==> config.mk <==
export PLATFORM = sky130hd
export DESIGN_NAME = sha2_pair_rounds
export DESIGN_NICKNAME = d
export VERILOG_FILES = /design/src/rtl/sha2r_pkg.sv /design/src/rtl/sha2r_round.sv /design/src/rtl/sha2r_pair.sv /design/src/rtl/sha2_pair_rounds.sv
export SDC_FILE = /design/constraint.sdc
export NUM_CORES = 2
export LEC_CHECK = 0
export BUFFER_PORTS_ARGS = -buffer_cell sky130_fd_sc_hd__buf_2
export CORE_AREA = 2 2 402 404
export CTS_CLUSTER_SIZE = 10
export DETAILED_ROUTE_END_ITERATION = 16
export DIE_AREA = 0 0 404 406
export PLACE_DENSITY = 0.6
export SLEW_MARGIN = 0
export SYNTH_ARGS = -nofsm -noshare
export SYNTH_HDL_FRONTEND = slang
export SYNTH_SLANG_ARGS = --single-unit
export TNS_END_PERCENT = 1
==> constraint.sdc <==
create_clock -name clk -period 33.9 [get_ports clk]
set_input_delay 3.39 -clock clk [delete_from_list [all_inputs] [get_ports clk]]
set_output_delay 3.39 -clock clk [all_outputs]
set_load 0.005 [all_outputs]
==> src/rtl/sha2r_pkg.sv <==
package sha2r_pkg;

   typedef enum logic [1:0] {
      WM_NARROW = 2'd0,
      WM_WIDE   = 2'd1,
      WM_BAD    = 2'd2
   } width_mode_e;

   // Map a requested word width to a datapath variant
   function automatic width_mode_e decode_width(input int unsigned bits,
                                                input int unsigned narrow,
                                                input int unsigned wide);
      if (bits == narrow)    return WM_NARROW;
      else if (bits == wide) return WM_WIDE;
      else                   return WM_BAD;
   endfunction

endpackage

==> src/rtl/sha2r_round.sv <==
module sha2r_round #(
   parameter int W = 32
) (
   input  logic [8*W-1:0] st_i,
   input  logic [W-1:0]   kw_i,
   output logic [8*W-1:0] st_o
);
   localparam bool_wide = (W == 64);
   localparam int S0_A = bool_wide ? 28 : 2;
   localparam int S0_B = bool_wide ? 34 : 13;
   localparam int S0_C = bool_wide ? 39 : 22;
   localparam int S1_A = bool_wide ? 14 : 6;
   localparam int S1_B = bool_wide ? 18 : 11;
   localparam int S1_C = bool_wide ? 41 : 25;

   if (W != 32 && W != 64) begin : g_bad_w
      initial $fatal(1, "sha2r_round: W must be 32 or 64");
   end

   function automatic logic [W-1:0] rotr(input logic [W-1:0] x, input int n);
      return (x >> n) | (x << (W - n));
   endfunction

   logic [W-1:0] v [8];
   for (genvar k = 0; k < 8; k++) begin : g_unpack
      assign v[k] = st_i[(7-k)*W +: W];
   end

   logic [W-1:0] big_s0, big_s1, ch_w, maj_w, t1, t2;

   always_comb begin
      big_s1 = rotr(v[4], S1_A) ^ rotr(v[4], S1_B) ^ rotr(v[4], S1_C);
      big_s0 = rotr(v[0], S0_A) ^ rotr(v[0], S0_B) ^ rotr(v[0], S0_C);
      ch_w   = (v[4] & v[5]) ^ (~v[4] & v[6]);
      maj_w  = (v[0] & v[1]) ^ (v[0] & v[2]) ^ (v[1] & v[2]);
      t1     = v[7] + big_s1 + ch_w + kw_i;
      t2     = big_s0 + maj_w;
      st_o   = {t1 + t2, v[0], v[1], v[2], v[3] + t1, v[4], v[5], v[6]};
   end

endmodule

==> src/rtl/sha2r_pair.sv <==
module sha2r_pair #(
   parameter int W      = 32,
   parameter int NWORDS = 4,
   parameter int ROUNDS = 2
) (
   input  logic [NWORDS*W-1:0] cdgh_i,
   input  logic [NWORDS*W-1:0] abef_i,
   input  logic [NWORDS*W-1:0] kw_i,
   output logic [NWORDS*W-1:0] abef_o
);
   localparam int STW = 8 * W;

   if (NWORDS != 4) begin : g_bad_nw
      initial $fatal(1, "sha2r_pair: NWORDS must be 4");
   end
   if (ROUNDS < 1 || ROUNDS > NWORDS) begin : g_bad_rounds
      initial $fatal(1, "sha2r_pair: ROUNDS out of range");
   end

   // Word k of a group (k = 0 most significant)
   function automatic logic [W-1:0] wd(input logic [NWORDS*W-1:0] g, input int k);
      return g[(NWORDS-1-k)*W +: W];
   endfunction

   logic [STW-1:0] st [ROUNDS+1];

   assign st[0] = {wd(abef_i, 0), wd(abef_i, 1), wd(cdgh_i, 0), wd(cdgh_i, 1),
                   wd(abef_i, 2), wd(abef_i, 3), wd(cdgh_i, 2), wd(cdgh_i, 3)};

   for (genvar r = 0; r < ROUNDS; r++) begin : g_round
      sha2r_round #(.W(W)) u_rnd (
         .st_i (st[r]),
         .kw_i (kw_i[r*W +: W]),
         .st_o (st[r+1])
      );
   end

   if (ROUNDS < NWORDS) begin : g_spare_kw
      logic unused_kw_hi;
      assign unused_kw_hi = ^kw_i[NWORDS*W-1:ROUNDS*W];
   end

   // State order is a,b,c,d,e,f,g,h from the top; keep a, b, e, f
   assign abef_o = {st[ROUNDS][8*W-1 -: 2*W], st[ROUNDS][4*W-1 -: 2*W]};

endmodule

==> src/rtl/sha2_pair_rounds.sv <==
module sha2_pair_rounds
   import sha2r_pkg::*;
#(
   parameter int W_NARROW  = 32,
   parameter int W_WIDE    = 64,
   parameter int NUM_WORDS = 4,
   parameter int WB_BITS   = 7,
   localparam int GROUP_W  = NUM_WORDS * W_WIDE
) (
   input  logic               clk,
   input  logic               rst_n,
   input  logic               in_valid,
   input  logic [WB_BITS-1:0] word_bits,
   input  logic [GROUP_W-1:0] op_cdgh,
   input  logic [GROUP_W-1:0] op_abef,
   input  logic [GROUP_W-1:0] op_kw,
   output logic               out_valid,
   output logic               out_err,
   output logic [GROUP_W-1:0] out_group
);
   localparam int NARROW_GW = NUM_WORDS * W_NARROW;
   localparam int PAD_W     = GROUP_W - NARROW_GW;

   if (W_NARROW != 32 || W_WIDE != 64) begin : g_bad_widths
      initial $fatal(1, "sha2_pair_rounds: word widths must be 32 and 64");
   end
   if ((1 << WB_BITS) <= W_WIDE) begin : g_bad_wb
      initial $fatal(1, "sha2_pair_rounds: WB_BITS too small for W_WIDE");
   end

   width_mode_e mode;
   assign mode = decode_width(int'(word_bits), W_NARROW, W_WIDE);

   // Narrow lane: low half of every operand
   logic [NARROW_GW-1:0] nar_res;
   sha2r_pair #(.W(W_NARROW), .NWORDS(NUM_WORDS)) u_nar (
      .cdgh_i (op_cdgh[NARROW_GW-1:0]),
      .abef_i (op_abef[NARROW_GW-1:0]),
      .kw_i   (op_kw[NARROW_GW-1:0]),
      .abef_o (nar_res)
   );

   // Wide lane: full operands
   logic [GROUP_W-1:0] wide_res;
   sha2r_pair #(.W(W_WIDE), .NWORDS(NUM_WORDS)) u_wide (
      .cdgh_i (op_cdgh),
      .abef_i (op_abef),
      .kw_i   (op_kw),
      .abef_o (wide_res)
   );

   logic [GROUP_W-1:0] sel_res;
   always_comb begin
      if (mode == WM_NARROW) sel_res = {{PAD_W{1'b0}}, nar_res};
      else                   sel_res = wide_res;
   end

   always_ff @(posedge clk) begin
      if (!rst_n) begin
         out_valid <= 1'b0;
         out_err   <= 1'b0;
         out_group <= '0;
      end else begin
         out_valid <= in_valid;
         out_err   <= in_valid && (mode == WM_BAD);
         if (in_valid && mode != WM_BAD) out_group <= sel_res;
      end
   end

endmodule

==> summary.md <==
| Metric | Value |
|---|---|
| Most used flip-flop cell after synthesis | sky130_fd_sc_hd__dfxtp_1 |
| GR Overflow Total | 0 |
| Synth Instances | about 8100 |
| Number of post-CTS setup repair buffers | 0 |
| Routed vias/inst | approximately 6.2 |
| CTS sink cnt | approximately 260 |
| Data arrival at the endpoint of the critical path | 22930 ps |
| Number of hold violations in the final report | 0 |
| Required @ worst endpoint | 34420 ps |
| TritonCTS clock tree | built |
| Remaining routing DRC violations | 0 |
| Area growth from synthesis to final layout | 14.1% |
| Type of the most critical hold path | flop to flop |
| Worst Min Path Start | out_group[190] |
| Post-synthesis async set-or-reset flop share | 0% |
| Cell chosen for the clock root | sky130_fd_sc_hd__clkbuf_16 |
| Final setup fails | 0 |
| Hold Crit Depth | 2 |
| Maximum fanout count along the critical path | 7 |
| CP most frequent cell | sky130_fd_sc_hd__a21o_1 |
| Fillers | 16500 |
| Synthesized netlist net count | 10000 |
| Average wire per standard cell | around 38 um |
| Final clock period utilization by the worst path | 66.1% |
| Cell type group with the largest total delay on the critical path | compound AO/OA/AOI/OAI gates |
| Core outline area | 0.160 mm2 |
| Avg Cell Area, Syn | just under 8 um2 |
| Die Area | 0.164 mm2 |
| Launch point of the worst reg-to-reg path | out_group[26] |
| Clock-pin slew on the worst setup and hold paths | 50 ps |
| Number of warning messages in the yosys log | 0 |
| Number of ports placed on the die boundary | roughly 1000 |
| Share of synthesized area occupied by flip-flops and latches | 8.04% |
| Max H-tree Level | 2 |
| Vias in the first global route | about 63000 |
| Number of vias in the routed layout | 68800 |
| Worst setup path class | primary input to flop |
| Number of flip-flops and latches in the synthesized netlist | 258 |
| DIE HEIGHT | about 410 um |
| Worst Max-Slew Pin Slew | 1590 ps |
| Combined area of the multi-input logic cells | roughly 0.054 mm2 |
| Relative slew margins | -6.83% |
| Cts-stage hold buffer count | 0 |
| Clock latency reported for the late side of the worst-skew pair | between 600 and 700 ps |
| Shortest period the worst path allows | 22410 ps |
| Number of flops mapped to enable cells by yosys | 0 |
| Most frequent cells in the layout | sky130_fd_sc_hd__inv_1, sky130_fd_sc_hd__buf_2, sky130_fd_sc_hd__xnor2_1 |
| Sum of negative setup slack | 0 ps |
| Longest Clk Path Bufs | 3 |
| Violated checks | capacitance limit, slew limit |
| First-pass GRT wire length | approximately 550 mm |
| Critical path's largest stage delay | between 900 and 1000 ps |
| Run status | finished, violations left |
| Slowest cell on the critical path | sky130_fd_sc_hd__xnor2_1 |
| Die Wd | a little over 400 um |
| First drt pass iteration count | 7 |
| Layout cell share with drive strength beyond 1 | between 10% and 20% |
| RD Place Congestion | ~1.1 |
| Violation count after the first detailed-route iteration | 9628 |
| Highest clock frequency the design can meet | about 0.045 GHz |
| Pin count of the biggest net entering global routing | about 180 |
| Sequential cell area in the final layout | just over 0.005 mm2 |
| Slack of the worst reg-to-reg path | ~33000 ps |
| Buffers added on ports | roughly 910 |
| Initial cell density of the core | 40.2% |
| Routed Antenna Nets | 0 |
| Buf+Inv Stages, Crit Path | 7 |
| Count of max-cap constraint violations | 4 |
| Critical Path Sink Type | flop |
| Setup repair after global routing missed its margin | false |
| Startpoint Class | primary input |
| Hold endpoint | out_group[190] |
| Detailed placer's ending HPWL | ~370 mm |
| Worst clock skew | 0 ps |
| Count of pins over their slew limit | 7 |
| Syn Std Cell Area | about 0.064 mm2 |
| # resized after CTS | 0 |
| Count of cell types in the netlist | between 90 and 100 |
| Cell Rows | 147 |
| Leading cell type in the layout, fill and taps excluded | sky130_fd_sc_hd__inv_1 |
| Antenna violations before repair | 57 |
| R2R Path End | out_group[26] |
| Wire length reported by the detailed router | 425 mm |
| Reg2Reg Depth | 2 |
| TritonCTS Buffers | 36 |
| Final layout net count | 10800 |
| Total global-route track usage | between 40% and 50% |
Yosys cell counts (13+ instances only):
cell type | n | share of area (%)
sky130_fd_sc_hd__clkbuf_1 | 315 | 1.8
sky130_fd_sc_hd__a21o_1 | 474 | 5.5
sky130_fd_sc_hd__nand4_1 | 54 | 0.53
sky130_fd_sc_hd__nand2_1 | 434 | 2.5
sky130_fd_sc_hd__and3_1 | 50 | 0.49
sky130_fd_sc_hd__or3_1 | 14 | 0.14
sky130_fd_sc_hd__nand3_1 | 70 | 0.55
sky130_fd_sc_hd__dfxtp_1 | 258 | 8.0
sky130_fd_sc_hd__nand2b_1 | 65 | 0.63
sky130_fd_sc_hd__mux2i_1 | 96 | 1.5
sky130_fd_sc_hd__o21ai_0 | 440 | 3.4
sky130_fd_sc_hd__maj3_1 | 91 | 1.4
sky130_fd_sc_hd__a31oi_1 | 49 | 0.48
sky130_fd_sc_hd__xnor2_1 | 836 | 11
sky130_fd_sc_hd__o211ai_1 | 31 | 0.36
sky130_fd_sc_hd__a21boi_0 | 14 | 0.16
sky130_fd_sc_hd__nor3_1 | 92 | 0.72
sky130_fd_sc_hd__and2_1 | 30 | 0.29
sky130_fd_sc_hd__inv_1 | 1274 | 7.4
sky130_fd_sc_hd__or2_2 | 14 | 0.14
sky130_fd_sc_hd__a211oi_1 | 78 | 0.91
sky130_fd_sc_hd__a211o_1 | 15 | 0.20
sky130_fd_sc_hd__o21a_1 | 55 | 0.64
sky130_fd_sc_hd__o21bai_1 | 100 | 1.2
sky130_fd_sc_hd__o31ai_1 | 22 | 0.26
sky130_fd_sc_hd__nor2_1 | 499 | 2.9
sky130_fd_sc_hd__mux2_2 | 50 | 0.88
sky130_fd_sc_hd__fa_1 | 572 | 18
sky130_fd_sc_hd__a311oi_1 | 47 | 0.64
sky130_fd_sc_hd__a22oi_1 | 97 | 1.1
sky130_fd_sc_hd__and4_1 | 13 | 0.18
sky130_fd_sc_hd__ha_1 | 562 | 11
sky130_fd_sc_hd__a41oi_1 | 13 | 0.18
sky130_fd_sc_hd__xor2_1 | 467 | 6.4
sky130_fd_sc_hd__nor2b_1 | 62 | 0.60
sky130_fd_sc_hd__a21oi_1 | 555 | 4.3
final cells by class:
type / count / share of cell area [%]
antenna: 42 / 0.143
clock buffer: 43 / 1.29
clock inverter: 10 / 0.133
inverter: 1275 / 6.54
multi-input combinational: 6271 / 73.3
sequential: 258 / 7.05
tap: 2086 / 3.56
timing repair buffer: 1076 / 8.00
through the flow:
step | instances | setup WS (ps) | utilization [%] | instance area, um2 | hold WS (ps)
floorplan | 8127 | 15870 | - | 64200 | 435
global placement | 11000 | 11720 | 45.2 | 72100 | 436
detailed placement | 11000 | 11570 | 45.2 | 72100 | 444
CTS | 11000 | 12080 | 45.8 | 73100 | 453
global route | 11000 | 10910 | 45.9 | 73200 | 460
finish | 11100 | 11490 | 45.9 | 73300 | 451
worst min-delay path, cell delays in order, from the launching register on:
cell	delay [ps]
sky130_fd_sc_hd__dfxtp_1	320
sky130_fd_sc_hd__nand2_1	40
sky130_fd_sc_hd__o21ai_0	50
cell families (layout without fill, tap and decap cells):
group           count (synthesis)  count (layout)  synth area share [%]
compound gates               2146            2146                  21.7
xor+xnor                     1312            1312                  18.1
fa+ha+maj                    1225            1225                  30.2
buf+inv                      1598            2404                  9.35
flops                         258             258                  8.04
mux                           146             146                  2.37
other cells                     0              42                     0
simple gates                 1442            1442                  10.3
per-layer routing:
layer / track usage (%) / wire (um) / up-vias
li1: - / - / 28600
met3: 23.4 / 66000 / 1160
met4: 31.3 / 32800 / 32
met2: 65.9 / 159000 / 5318
met1: 64.2 / 167000 / 33600
met5: 2.71 / 557 / -
worst max path at each step:
stage | startpoint | endpoint | slack (ps) | cells past startpoint
after detailed placement | op_abef[108] | out_group[255] | 11570 | 64
after CTS | op_abef[108] | out_group[255] | 12080 | 64
final | op_abef[108] | out_group[255] | 11490 | 64
after floorplan | op_abef[79] | out_group[255] | 15870 | 68
after global routing | op_abef[108] | out_group[255] | 10910 | 64
after global placement | op_abef[108] | out_group[255] | 11720 | 66
flip-flops by register name (all words and copies together) (netlist names):
signal / count
out_err: 1
out_group: 256
out_valid: 1
Power is left out: the tool's default activity adds up to more than one toggle a clock period on the data nets, which glitch-free logic cannot reach.
